$ cat src/rtl/trap_pkg.sv
// Package: trap_pkg
// Bit positions of the fixed fields of the status word shared by the
// trap entry unit, its submodules and its checker. The mask and pending
// fields follow these bits and are sized by the NUM_IRQ parameter.
package trap_pkg;
    localparam int SR_SUP     = 0;
    localparam int SR_PSUP    = 1;
    localparam int SR_GIE     = 2;
    localparam int SR_PGIE    = 3;
    localparam int SR_U64     = 4;
    localparam int SR_S64     = 5;
    localparam int SR_FPEN    = 6;
    localparam int SR_ACCEN   = 7;
    localparam int SR_IM_LSB  = 8;
endpackage

$ cat src/rtl/trap_irq_arbiter.sv
// Module: trap_irq_arbiter
// Qualifies pending interrupts against their masks and the global enable
// and picks the lowest-numbered one. Assumes NUM_IRQ >= 2. Purely
// combinational; the take signal is only meaningful at an issue boundary.
module trap_irq_arbiter #(
    parameter int NUM_IRQ = 8,
    localparam int IDX_W  = $clog2(NUM_IRQ)
) (
    input  logic [NUM_IRQ-1:0] pending,
    input  logic [NUM_IRQ-1:0] mask,
    input  logic               gie,
    input  logic               issue,
    output logic               take,
    output logic [NUM_IRQ-1:0] grant,
    output logic [IDX_W-1:0]   idx
);
    logic [NUM_IRQ-1:0] qual;
    logic [NUM_IRQ-1:0] lower_any;

    // Qualify each source by its mask and the global enable.
    assign qual = pending & mask & {NUM_IRQ{gie}};

    // Priority chain: a source wins only if no lower source qualifies.
    for (genvar i = 0; i < NUM_IRQ; i++) begin : g_prio
        if (i == 0) begin : g_first
            assign lower_any[i] = 1'b0;
        end else begin : g_rest
            assign lower_any[i] = lower_any[i-1] | qual[i-1];
        end
        assign grant[i] = qual[i] & ~lower_any[i];
    end

    // Encode the one-hot grant into an index.
    always_comb begin
        idx = '0;
        for (int i = 0; i < NUM_IRQ; i++) begin
            if (grant[i]) idx = IDX_W'(i);
        end
    end

    // An interrupt is taken only at an instruction boundary.
    assign take = issue & (|qual);
endmodule

$ cat src/rtl/trap_status_reg.sv
// Module: trap_status_reg
// Holds the status word. A trap pushes supervisor and enable into their
// previous bits; otherwise a software write stores the masked data. The
// pending field is owned by the set/clear inputs in every cycle.
// Assumes 8 + 2*NUM_IRQ <= XLEN.
module trap_status_reg
    import trap_pkg::*;
#(
    parameter int XLEN      = 64,
    parameter int NUM_IRQ   = 8,
    parameter bit HAS_RV64  = 1'b1,
    parameter bit HAS_FPU   = 1'b0,
    parameter bit HAS_ACCEL = 1'b0
) (
    input  logic               clk,
    input  logic               rst_n,
    input  logic               trap,
    input  logic               sr_we,
    input  logic [XLEN-1:0]    sr_wdata,
    input  logic [NUM_IRQ-1:0] irq_set,
    input  logic [NUM_IRQ-1:0] irq_clr,
    output logic [XLEN-1:0]    status
);
    localparam int IP_LSB = SR_IM_LSB + NUM_IRQ;

    // Builds the set of bits that software may write.
    function automatic logic [XLEN-1:0] write_mask();
        logic [XLEN-1:0] m;
        m = '0;
        m[SR_SUP]   = 1'b1;
        m[SR_PSUP]  = 1'b1;
        m[SR_GIE]   = 1'b1;
        m[SR_PGIE]  = 1'b1;
        m[SR_U64]   = HAS_RV64;
        m[SR_S64]   = HAS_RV64;
        m[SR_FPEN]  = HAS_FPU;
        m[SR_ACCEN] = HAS_ACCEL;
        m[SR_IM_LSB +: NUM_IRQ] = '1;
        return m;
    endfunction

    // Builds the value of the status word out of reset.
    function automatic logic [XLEN-1:0] reset_value();
        logic [XLEN-1:0] r;
        r = '0;
        r[SR_SUP] = 1'b1;
        r[SR_S64] = HAS_RV64;
        return r;
    endfunction

    localparam logic [XLEN-1:0] WMASK    = write_mask();
    localparam logic [XLEN-1:0] RESET_SR = reset_value();

    logic [XLEN-1:0]    sr_q;
    logic [XLEN-1:0]    sr_d;
    logic [NUM_IRQ-1:0] pend_q;

    assign pend_q = sr_q[IP_LSB +: NUM_IRQ];

    // Next status: trap push, else masked write, then pending update.
    always_comb begin
        sr_d = sr_q;
        if (trap) begin
            sr_d[SR_SUP]  = 1'b1;
            sr_d[SR_PSUP] = sr_q[SR_SUP];
            sr_d[SR_GIE]  = 1'b0;
            sr_d[SR_PGIE] = sr_q[SR_GIE];
        end else if (sr_we) begin
            sr_d = sr_wdata & WMASK;
        end
        sr_d[IP_LSB +: NUM_IRQ] = (pend_q & ~irq_clr) | irq_set;
    end

    // Status register with synchronous reset.
    always_ff @(posedge clk) begin
        if (!rst_n) sr_q <= RESET_SR;
        else        sr_q <= sr_d;
    end

    assign status = sr_q;
endmodule

$ cat src/rtl/trap_ctx_regs.sv
// Module: trap_ctx_regs
// Program counter, saved PC, exception vector, cause and the reservation
// release pulse. On a trap the PC is steered to the vector value held
// before the edge, so a same-cycle vector write affects later traps only.
module trap_ctx_regs #(
    parameter int              XLEN     = 64,
    parameter logic [XLEN-1:0] RESET_PC = XLEN'(32'h2000)
) (
    input  logic            clk,
    input  logic            rst_n,
    input  logic            trap,
    input  logic [XLEN-1:0] trap_cause,
    input  logic            issue,
    input  logic [XLEN-1:0] issue_next_pc,
    input  logic            evec_we,
    input  logic [XLEN-1:0] evec_wdata,
    output logic [XLEN-1:0] pc,
    output logic [XLEN-1:0] epc,
    output logic [XLEN-1:0] evec,
    output logic [XLEN-1:0] cause,
    output logic            resv_clear
);
    logic [XLEN-1:0] pc_q, epc_q, evec_q, cause_q;
    logic            resv_q;

    // Program counter: vector on trap, next PC on issue, else hold.
    always_ff @(posedge clk) begin
        if (!rst_n)     pc_q <= RESET_PC;
        else if (trap)  pc_q <= evec_q;
        else if (issue) pc_q <= issue_next_pc;
    end

    // Saved PC and cause are captured only on trap entry.
    always_ff @(posedge clk) begin
        if (!rst_n) begin
            epc_q   <= '0;
            cause_q <= '0;
        end else if (trap) begin
            epc_q   <= pc_q;
            cause_q <= trap_cause;
        end
    end

    // Exception vector is loaded by software at any time.
    always_ff @(posedge clk) begin
        if (!rst_n)       evec_q <= '0;
        else if (evec_we) evec_q <= evec_wdata;
    end

    // Reservation release follows each trap edge by one cycle.
    always_ff @(posedge clk) begin
        if (!rst_n) resv_q <= 1'b0;
        else        resv_q <= trap;
    end

    assign pc         = pc_q;
    assign epc        = epc_q;
    assign evec       = evec_q;
    assign cause      = cause_q;
    assign resv_clear = resv_q;
endmodule

$ cat src/rtl/trap_entry_unit.sv
// Module: trap_entry_unit
// Top of the trap and interrupt entry unit. Decides whether a trap is taken
// this cycle (exception first, then the lowest qualifying interrupt at an
// issue boundary), forms its cause code and drives the state registers.
// Assumes XLEN >= 32, NUM_IRQ >= 2 and CODE_W < XLEN.
module trap_entry_unit
    import trap_pkg::*;
#(
    parameter int XLEN      = 64,
    parameter int NUM_IRQ   = 8,
    parameter int CODE_W    = 5,
    parameter bit HAS_RV64  = 1'b1,
    parameter bit HAS_FPU   = 1'b0,
    parameter bit HAS_ACCEL = 1'b0
) (
    input  logic               clk,
    input  logic               rst_n,
    input  logic [NUM_IRQ-1:0] irq_set,
    input  logic [NUM_IRQ-1:0] irq_clr,
    input  logic               issue,
    input  logic [XLEN-1:0]    issue_next_pc,
    input  logic               exc_req,
    input  logic [CODE_W-1:0]  exc_code,
    input  logic               sr_we,
    input  logic [XLEN-1:0]    sr_wdata,
    input  logic               evec_we,
    input  logic [XLEN-1:0]    evec_wdata,
    output logic [XLEN-1:0]    pc,
    output logic [XLEN-1:0]    status,
    output logic [XLEN-1:0]    epc,
    output logic [XLEN-1:0]    evec,
    output logic [XLEN-1:0]    cause,
    output logic               resv_clear
);
    localparam int IDX_W  = $clog2(NUM_IRQ);
    localparam int IP_LSB = SR_IM_LSB + NUM_IRQ;

    logic               irq_take;
    logic [NUM_IRQ-1:0] irq_grant;
    logic [IDX_W-1:0]   irq_idx;
    logic               trap_fire;
    logic [XLEN-1:0]    trap_cause;
    logic [XLEN-1:0]    irq_flag;

    trap_irq_arbiter #(.NUM_IRQ(NUM_IRQ)) arb_i (
        .pending (status[IP_LSB +: NUM_IRQ]),
        .mask    (status[SR_IM_LSB +: NUM_IRQ]),
        .gie     (status[SR_GIE]),
        .issue   (issue),
        .take    (irq_take),
        .grant   (irq_grant),
        .idx     (irq_idx)
    );

    // A trap is an exception or an interrupt taken at the boundary.
    assign trap_fire = exc_req | irq_take;

    // Interrupt flag bit sits at the top of the current mode's width.
    always_comb begin
        irq_flag = '0;
        if (status[SR_S64]) irq_flag[XLEN-1] = 1'b1;
        else                irq_flag[31]     = 1'b1;
    end

    // Cause: exception code wins over the interrupt index.
    always_comb begin
        if (exc_req) trap_cause = {{(XLEN-CODE_W){1'b0}}, exc_code};
        else         trap_cause = irq_flag | {{(XLEN-IDX_W){1'b0}}, irq_idx};
    end

    trap_status_reg #(
        .XLEN(XLEN), .NUM_IRQ(NUM_IRQ), .HAS_RV64(HAS_RV64),
        .HAS_FPU(HAS_FPU), .HAS_ACCEL(HAS_ACCEL)
    ) sr_i (
        .clk      (clk),
        .rst_n    (rst_n),
        .trap     (trap_fire),
        .sr_we    (sr_we),
        .sr_wdata (sr_wdata),
        .irq_set  (irq_set),
        .irq_clr  (irq_clr),
        .status   (status)
    );

    trap_ctx_regs #(.XLEN(XLEN)) ctx_i (
        .clk           (clk),
        .rst_n         (rst_n),
        .trap          (trap_fire),
        .trap_cause    (trap_cause),
        .issue         (issue),
        .issue_next_pc (issue_next_pc),
        .evec_we       (evec_we),
        .evec_wdata    (evec_wdata),
        .pc            (pc),
        .epc           (epc),
        .evec          (evec),
        .cause         (cause),
        .resv_clear    (resv_clear)
    );
endmodule

$ cat config.mk
export PLATFORM = sky130hd
export DESIGN_NAME = trap_entry_unit
export DESIGN_NICKNAME = d
export VERILOG_FILES = /design/src/rtl/trap_pkg.sv /design/src/rtl/trap_irq_arbiter.sv /design/src/rtl/trap_status_reg.sv /design/src/rtl/trap_ctx_regs.sv /design/src/rtl/trap_entry_unit.sv
export SDC_FILE = /design/constraint.sdc
export NUM_CORES = 1
export LEC_CHECK = 0
export BUFFER_PORTS_ARGS = -buffer_cell sky130_fd_sc_hd__buf_2
export CORE_AREA = 2 2 207 209
export CTS_BUF_LIST = sky130_fd_sc_hd__clkbuf_2 sky130_fd_sc_hd__clkbuf_4 sky130_fd_sc_hd__clkbuf_8
export DETAILED_ROUTE_END_ITERATION = 7
export DIE_AREA = 0 0 209 211
export GPL_ROUTABILITY_DRIVEN = 0
export PLACE_DENSITY_LB_ADDON = 0.2
export SLEW_MARGIN = 15
export SYNTH_ARGS = -nofsm -noshare
export SYNTH_HDL_FRONTEND = slang
export SYNTH_SLANG_ARGS = --single-unit
$ cat constraint.sdc
create_clock -name clk -period 3.3 [get_ports clk]
set_clock_uncertainty 0.15 [all_clocks]
set_input_delay 0.33 -clock clk [delete_from_list [all_inputs] [get_ports clk]]
set_output_delay 0.33 -clock clk [all_outputs]
set_load 0.05 [all_outputs]
==> impl_metrics.ini, run 1 <==
[worst_setup_path]
path_class = flip-flop to flip-flop
required_ns = 3.64
crit_path_max_incr_delay_ns = 0.57
cp_slowest_cell = buf_4
startpoint_type = flip-flop
path_cells = a22oi_1 > a41oi_4 > a21oi_4 > buf_4 > mux2i_1
path_max_fanout = 35
r2r_cells = 5
cp_data_arrival_time_ns = 2.64
end_kind = flip-flop

[logic_synthesis]
ys_types = 41
ys_seq_area_share_pct = 45.5
synth_ff_type = dfxtp_1
synth_edf_count = 0
yosys.area.top_type = dfxtp_1
ys_ff_latch = 222
syn_inst = 1108
yosysTopAreaCellShare_pct = 45.5
synth.avg_cell_area_um2 = 8.82
syn_area_um2 = 9780
synth_area_leaders = dfxtp_1, mux2i_1, buf_4
synthArstFlopShare_pct = 0
yosys_warnings = 0

[clock_tree]
cts_setup_buffers = 0
htreeDepth = 2
cts_tree = yes
cts_made_buffers = 43
cts.sinks = 222
clk_latency_ns = 0.57
clk_pin_slew_ns = 0.06
cts_buffer_depth = 3
clockRootBuffer = clkbuf_8

[layout]
n_fill_cell = 4410
register_area_um2 = 4440
diodes = 0
drive_gt1_share_pct = 29.8
utilization_pct = 34.3
multiInputGateArea_um2 = 4500
nets = 1848
area_growth_pct = 46.6

[global_routing]
antenna_found_initial = 0
grt_pass1_wl_mm = 53.9
grt_max_degree = 221
groute.usage.overall_pct = 15.6
grt-ovfl-total = 0
grt_pass1_vias = 9347

[timing]
drv_slew = 0
rsz0062_at_grt = false
max_freq_mhz = 434
tightest_slew_ns = 0.916
finalHoldViolations = 0
finalCritPeriodShare_pct = 69.8
tns_ns = 0
finalSetupViolations = 0
period_minus_slack_ns = 2.30
relSlewSlack_pct = 38.9

[floorplan]
die_area_um2 = 44100
rows = 75
io_pins = 540
die_h_um = 211
start_util_pct = 23.4
fp.coreArea_um2 = 41800
die_w_um = 209

[worst_hold_path]
hold_class = input port to flip-flop
hold_depth = 4

[power_and_ir_drop]
ir_drop_mv = 0.224
powerDensity_nw_per_um2 = 533
seqPwrFrac_pct = 39.1
power_leakage_nw = 6.79
p_int_mw = 4.97
p_switching_mw = 2.67
p_comb_share_pct = 23.9
p_sw_share_pct = 35.0
p_clk_share_pct = 37.0

[routing]
via_count = 9501
drcViolationCount = 0
drt_iter0_drc = 392
post_drt_wl_per_cell_um = 16.3
wirelength_mm = 35.9
vias_per_cell = 4.32
postRouteAntennaNets = 0
firstDrtPassIters = 4

[run_status]
status = finished, final reports clean

[placement]
hpwl_mm = 24.0
numPortBuffers = 390

[flow_run]
maxCapViolCount = 0
[what timing repair did]
action,in CTS,in global routing
endpoints found under the setup margin,0,0
hold buffers,164,0
hold endpoints to repair,154,0
gates resized for setup,0,0
[cells in the mapped netlist (2+ instances only)]
cell type    n
buf_4      108
mux2i_1    143
o21ai_1     11
buf_1        5
buf_6        2
mux2_2       3
clkbuf_1    60
inv_1       10
a22oi_2      3
nand3b_1     2
buf_2       18
a311oi_1     2
nor4_1      63
a211oi_1    68
o21ai_0     55
a21oi_1     11
nand2b_1     2
nor2_1     139
nand2_1    158
dfxtp_1    222
nand3_1      3
[cell families (layout without fill, tap and decap cells)]
family | Yosys count | after routing | share of synthesized area (%)
other | 1 | 99 | 0.0384
and+or+nand+nor | 373 | 373 | 16.2
AOI/OAI and AO/OA | 161 | 161 | 10.8
DFF | 222 | 222 | 45.5
buffers and inverters | 205 | 658 | 12.5
muxes | 146 | 146 | 15.0
[worst max-delay path, delay by kind of cell (launching register included)]
kind                   cells  cell delay, ns
muxes                      1            0.27
DFF                        1            0.35
AOI/OAI and AO/OA          3            0.85
buffers and inverters      1            0.57
[registers in the layout, indices dropped and copies added, names as in the netlist]
| signal | count |
|---|---|
| ctx_i.evec | 64 |
| sr_i.status | 22 |
| ctx_i.pc | 64 |
| ctx_i.resv_clear | 1 |
| ctx_i.cause | 7 |
| ctx_i.epc | 64 |
[power by group through the flow]
stage,combinational (mW),clock (mW),sequential [mW]
2_1_floorplan,0.759,0,3.61
3_5_place_dp,1.67,0,3.04
5_1_grt,1.93,3.05,3.01
3_3_place_gp,1.67,0,3.04
4_1_cts,1.83,2.95,2.99
6_report,1.82,2.82,2.99
[cells in the final DEF, fill, tap and decap left out, types with 2 or more instances in the layout]
cell             n
a311oi_1         2
conb_1          99
dlygate4sd3_1  164
nand3_1          3
nor2_1         139
clkbuf_8        53
a22oi_2          3
a21oi_1         11
inv_1           10
nand3b_1         2
nand2_1        158
buf_2          387
clkbuf_4        14
dfxtp_1        222
buf_4           16
o21ai_0         55
nor4_1          63
mux2i_1        143
a211oi_1        68
o21ai_1         11
clkinv_2         9
buf_12           4
mux2_2           3
[metrics by stage]
step	power, mW	worst slack (ns)	hold WS (ns)	area (µm²)	instances
2_1_floorplan	4.36	1.17	0.297	10100	1206
3_3_place_gp	4.71	0.929	0.291	11800	1959
3_5_place_dp	4.72	0.963	0.298	11800	1959
4_1_cts	7.77	0.971	0.0130	14300	2198
5_1_grt	7.99	0.833	0.0517	14300	2198
6_report	7.63	0.998	0.0881	14300	2198
[cell type report]
type / instances / area share (%)
Clock buffer: 67 / 5.82
Inverter: 11 / 0.297
Multi-Input combinational cell: 779 / 31.4
Tap cell: 539 / 4.71
Sequential cell: 222 / 31.0
Clock inverter: 8 / 0.279
Timing Repair Buffer: 572 / 26.5
[path summary, 6_finish.rpt]
path	end	start	slack (ns)
worst max-delay path	ctx_i.epc[18]	sr_i.status[22]	1.0
worst max register to register	ctx_i.epc[18]	sr_i.status[22]	1.0
worst min-delay path	ctx_i.pc[13]	issue_next_pc[13]	0.09
worst min register to register	ctx_i.epc[48]	ctx_i.epc[48]	0.30
[routing by layer]
metal / GRT usage [%] / vias up / share of wire [%]
met4: 7.56 / 0 / 3.5
met3: 2.87 / 75 / 4.7
met5: 0 / - / 0
met2: 26.4 / 325 / 48
met1: 19.2 / 4431 / 44
li1: - / 4670 / -
No activity file was read; power rests on OpenSTA's default activity.
==> run 2: changes to the inputs <==
--- a/config.mk
+++ b/config.mk
@@ -5,11 +5,12 @@
 export SDC_FILE = /design/constraint.sdc
 export NUM_CORES = 1
 export LEC_CHECK = 0
+export ABC_AREA = 1
 export BUFFER_PORTS_ARGS = -buffer_cell sky130_fd_sc_hd__buf_2
-export CORE_AREA = 2 2 207 209
+export CORE_AREA = 2 2 209 211
 export CTS_BUF_LIST = sky130_fd_sc_hd__clkbuf_2 sky130_fd_sc_hd__clkbuf_4 sky130_fd_sc_hd__clkbuf_8
 export DETAILED_ROUTE_END_ITERATION = 7
-export DIE_AREA = 0 0 209 211
+export DIE_AREA = 0 0 211 213
 export GPL_ROUTABILITY_DRIVEN = 0
 export PLACE_DENSITY_LB_ADDON = 0.2
 export SLEW_MARGIN = 15
==> constraint.sdc (replaced) <==
create_clock -name clk -period 2 [get_ports clk]
set_clock_uncertainty 0.15 [all_clocks]
set_input_delay 0.2 -clock clk [delete_from_list [all_inputs] [get_ports clk]]
set_output_delay 0.2 -clock clk [all_outputs]
set_load 0.05 [all_outputs]
==> impl_metrics.ini, run 2 <==
[run_status]
status = finished, final reports clean

[power_and_ir_drop]
power_leakage_nw = 7.72
total_power_mw = 13.0
powerDensity_nw_per_um2 = 860
ir_drop_mv = 0.457

[layout]
n_fill_cell = 4470
drive_gt1_share_pct = 28.7
nets = 2101
area_growth_pct = 60.9
layout_common_cells = buf_2, nand2_1, dfxtp_1
diodes = 0
layout_commonest_cell = buf_2

[logic_synthesis]
ys_types = 27
synthArstFlopShare_pct = 0
ys_ff_latch = 222
yosys_warnings = 0
synth_edf_count = 0
yosysMostFrequentCell = nand2_1
synth.avg_cell_area_um2 = 7.39
syn_area_um2 = 9370
syn_inst = 1268
yosysTopAreaCellShare_pct = 47.4
ys_top_cells_by_count = nand2_1, dfxtp_1, o21ai_0
synth_area_leaders = dfxtp_1, nand2_1, buf_4
yosys.area.top_type = dfxtp_1
synth_ff_type = dfxtp_1
ys_seq_area_share_pct = 47.4

[worst_setup_path]
crit_family = simple AND/OR/NAND/NOR gates
r2r_cells = 12
cp_slowest_cell = dfxtp_2
crit_path_max_incr_delay_ns = 0.33
startpoint_type = flip-flop
path_cells = buf_8 > nand3_4 > nand2_1 > nor2_2 > nand2_2 > nand2_4 > nand2_8 > nor2_8 > buf_12 > clkbuf_16 > nand2_1 > o21ai_1
end_kind = flip-flop
path_max_fanout = 8
cp_common_cell = nand2_1
required_ns = 2.35
r2r-start = sr_i.status[2]
endpoint = ctx_i.epc[55]
cp_data_arrival_time_ns = 2.25
rrSetupSlack_ns = 0.09
path_class = flip-flop to flip-flop
r2r-end = ctx_i.epc[55]
path_buf_inv = 3
setup.worst_path.start = sr_i.status[2]
crit_cells = 12

[floorplan]
start_util_pct = 21.9
fp.coreArea_um2 = 42700
io_pins = 540
die_h_um = 213
rows = 76
die_area_um2 = 44900
die_w_um = 211

[timing]
drv_slew = 0
finalHoldViolations = 0
period_minus_slack_ns = 1.91
max_freq_mhz = 525
finalSetupViolations = 0
layout_setup_ws_ns = 0.0944
relSlewSlack_pct = 59.7
finalCritPeriodShare_pct = 95.3
tightest_slew_ns = 0.605

[global_routing]
groute.usage.overall_pct = 15.3
antenna_found_initial = 1
grt_pass1_vias = 9709
grt_pass1_wl_mm = 53.2
grt-ovfl-total = 0
grt_max_degree = 64

[routing]
firstDrtPassIters = 6
vias_per_cell = 4.11
post_drt_wl_per_cell_um = 15.5
postRouteAntennaNets = 0
wirelength_mm = 38.1
drt_iter0_drc = 359
via_count = 10100
drcViolationCount = 0

[placement]
dp_slack_ns = 0.0410
hpwl_mm = 24.6
numPortBuffers = 390

[clock_tree]
htreeDepth = 2
clk_latency_ns = 0.57
cts_made_buffers = 43
clockRootBuffer = clkbuf_8
cts_tree = yes
clk_pin_slew_ns = 0.06
cts.sinks = 222
cts_buffer_depth = 3

[worst_hold_path]
hold_class = input port to flip-flop
hold_depth = 4

[flow_run]
maxCapViolCount = 0
run 2: cell count changes in the layout (fill, tap and decap cells not counted), sizes merged, moves of 63 or more:
cell	before	now
mux2i	143	1
nand2	158	284
a211oi	68	0
nand3	3	83
nor4	63	0
inv	10	120
o21ai	66	165
a21oi	12	109
run 2: power breakdown:
group / switching, mW / internal (mW) / total, mW
Sequential: 0.198 / 4.73 / 4.93
Combinational: 2.33 / 0.945 / 3.28
Clock: 2.00 / 2.77 / 4.76
run 2: cell type report:
type,count,area [µm²],area share [%]
timing repair buffer,648,4740,31.4
clock buffer,71,883,5.86
sequential,222,4450,29.5
tap,546,683,4.53
multi-input combinational,845,3840,25.5
inverter,122,460,3.05
clock inverter,4,27.5,0.183
run 2: kinds of logic (layout without fill, tap and decap cells):
group	after synthesis	count (layout)	share of synthesized area [%]
mux	1	1	0.107
compound gates	274	274	14.6
other cells	1	99	0.0400
simple gates	471	471	21.1
flops	222	222	47.4
buf+inv	299	845	16.7
run 2: worst min path at each step:
stage          slack [ns]               to  startpoint
5_1_grt              0.09   ctx_i.evec[19]     evec_we
4_1_cts              0.03   ctx_i.evec[27]     evec_we
2_1_floorplan        0.17  sr_i.status[16]  irq_set[0]
3_3_place_gp         0.26  sr_i.status[18]  irq_set[2]
6_report             0.11   ctx_i.evec[27]     evec_we
3_5_place_dp         0.26  sr_i.status[20]  irq_set[4]
run 2: metal layers:
metal	wire, µm	up-vias	global-route usage (%)
li1	-	5065	-
met1	15800	4632	17.6
met2	18700	342	26.8
met3	2480	64	4.09
met4	1090	2	6.46
met5	13	-	0
run 2: timing repair:
| item | 4_1_cts | 5_1_grt |
|---|---|---|
| setup buffers | 0 | 11 |
| gates resized for setup | 0 | 25 |
| hold buffers | 202 | 0 |
| hold endpoints to repair | 157 | 0 |
| setup endpoints to repair | 0 | 75 |
run 2: metrics by stage:
step / cells / instance area (µm²) / hold WS, ns / TNS, ns / utilization (%)
floorplan: 1366 / 9740 / 0.167 / 0 / -
global placement: 2159 / 11700 / 0.259 / 0 / 27.4
detailed placement: 2159 / 11700 / 0.262 / 0 / 27.4
CTS: 2436 / 14600 / 0.0251 / 0 / 34.3
global route: 2458 / 15100 / 0.0884 / -0.0622 / 35.3
finish: 2458 / 15100 / 0.110 / 0 / 35.3
run 2: worst register-to-register path: stages, from the launching register on:
cell       delay [ns]
dfxtp_2          0.33
buf_8            0.14
nand3_4          0.09
nand2_1          0.08
nor2_2           0.15
nand2_2          0.08
nand2_4          0.11
nand2_8          0.08
nor2_8           0.18
buf_12           0.17
clkbuf_16        0.17
nand2_1          0.05
o21ai_1          0.06
==> run 3: changes to the inputs <==
--- a/config.mk
+++ b/config.mk
@@ -12,7 +12,7 @@
 export DETAILED_ROUTE_END_ITERATION = 7
 export DIE_AREA = 0 0 211 213
 export GPL_ROUTABILITY_DRIVEN = 0
-export PLACE_DENSITY_LB_ADDON = 0.2
+export PLACE_DENSITY = 0.47
 export SLEW_MARGIN = 15
 export SYNTH_ARGS = -nofsm -noshare
 export SYNTH_HDL_FRONTEND = slang
==> constraint.sdc (replaced) <==
create_clock -name clk -period 2.46 [get_ports clk]
set_clock_uncertainty 0.15 [all_clocks]
set_input_delay 0.246 -clock clk [delete_from_list [all_inputs] [get_ports clk]]
set_output_delay 0.246 -clock clk [all_outputs]
set_load 0.05 [all_outputs]
==> impl_metrics.ini, run 3 (synthesis results as in run 2) <==
[global_routing]
groute.usage.overall_pct = 15.5
grt_pass1_vias = 9712
grt-ovfl-total = 0
antenna_found_initial = 2
grt_max_degree = 73
grt_pass1_wl_mm = 53.7

[worst_setup_path]
crit_family = simple AND/OR/NAND/NOR gates
cp_slowest_cell = dlygate4sd3_1
cp_data_arrival_time_ns = 2.52
setup.worst_path.start = sr_i.status[2]
r2r_cells = 9
path_buf_inv = 2
required_ns = 2.82
startpoint_type = flip-flop
r2r-start = sr_i.status[2]
crit_path_max_incr_delay_ns = 0.58
path_class = flip-flop to flip-flop
cp_common_cell = nand2_4
path_cells = buf_4 > nand3_2 > nand2_1 > nor2_1 > nand2_2 > nand2_4 > nand2_4 > nor3_1 > dlygate4sd3_1
end_kind = flip-flop
path_max_fanout = 9
crit_cells = 9

[placement]
placed_area_um2 = 11600
hpwl_mm = 24.8
numPortBuffers = 390

[run_status]
status = finished, final reports clean

[floorplan]
die_h_um = 213
die_w_um = 211
start_util_pct = 21.9
die_area_um2 = 44900
rows = 76
io_pins = 540
fp.coreArea_um2 = 42700

[layout]
layout_common_cells = buf_2, nand2_1, dfxtp_1
fin_area_um2 = 14300
layout_commonest_cell = buf_2
nets = 2052
area_growth_pct = 52.7
drive_gt1_share_pct = 27.5

[clock_tree]
cts_made_buffers = 42
cts_buffer_depth = 3
clockRootBuffer = clkbuf_8
htreeDepth = 2
clk_latency_ns = 0.58
cts_tree = yes
cts_setup_buffers = 0
cts.sinks = 222
clk_pin_slew_ns = 0.06

[routing]
postRouteAntennaNets = 0
wirelength_mm = 36.1
vias_per_cell = 4.12
drt_iter0_drc = 501
via_count = 9911
firstDrtPassIters = 5
post_drt_wl_per_cell_um = 15.0
drcViolationCount = 0

[timing]
rsz0062_at_grt = false
drv_slew = 0
finalHoldViolations = 0
tns_ns = 0
fin_hold_ws_ns = 0.154
finalCritPeriodShare_pct = 87.8
relSlewSlack_pct = 49.6
finalSetupViolations = 0
tightest_slew_ns = 0.756
max_freq_mhz = 463
period_minus_slack_ns = 2.16

[flow_run]
maxCapViolCount = 0

[worst_hold_path]
min-delay-start = evec_we
hold_class = input port to flip-flop
hold_depth = 4

[power_and_ir_drop]
power_leakage_nw = 7.38
ir_drop_mv = 0.391
powerDensity_nw_per_um2 = 732
[run 3: cell count changes in the layout (fill, tap and decap cells not counted), moves of 5 or more]
cell           change
buf_6              -5
dlygate4sd3_1     -21
clkbuf_16          -7
clkbuf_4           -8
nand3_4            -6
buf_12             -7
buf_4              -5
[run 3: worst paths after layout]
check	to	slack, ns
min	ctx_i.evec[35]	0.15
max	sr_i.status[2]	0.30
max reg2reg	sr_i.status[2]	0.30
min reg2reg	ctx_i.epc[60]	0.30
[run 3: layout make-up]
class,instances,area [µm²]
Tap cell,546,683
Inverter,122,463
Clock inverter,8,95.1
Clock buffer,62,810
Sequential cell,222,4450
Timing Repair Buffer,600,4060
Antenna cell,1,2.50
Fill cell,4525,28400
Multi-Input combinational cell,845,3750
[run 3: repair_timing]
item / in CTS / in global routing
hold endpoints to repair: 156 / 0
gates resized for setup: 1 / 1
endpoints found under the setup margin: 12 / 1
cloned: 0 / 0
hold buffers: 181 / 0
[run 3: power breakdown]
group          internal, mW  switching [mW]  total [mW]
clock                  2.30            1.64        3.94
sequential             3.84           0.169        4.01
combinational         0.670            1.84        2.51
[run 3: metrics by stage]
stage          setup slack, ns  std cells  utilization, %  total power [mW]
2_1_floorplan            0.485       1366               -              5.85
5_1_grt                  0.134       2406            33.5              11.0
3_5_place_dp           0.00190       2154            27.1              6.38
3_3_place_gp            0.0898       2154            27.1              6.37
4_1_cts                  0.193       2405            33.5              10.7
6_report                 0.301       2406            33.5              10.5
[run 3: metal layers]
layer | up-vias | share of wire, % | routed length, µm | global-route usage (%)
li1 | 4960 | - | - | -
met1 | 4497 | 41 | 14900 | 17.8
met2 | 371 | 47 | 17000 | 26.1
met3 | 81 | 7.1 | 2570 | 4.27
met4 | 2 | 4.5 | 1630 | 8.43
met5 | - | 0.030 | 11 | 0
[run 3: worst min-delay path: stages]
cell and delay (ns):
buf_2 0.12, buf_4 0.23, o21ai_0 0.19, nor2_1 0.04
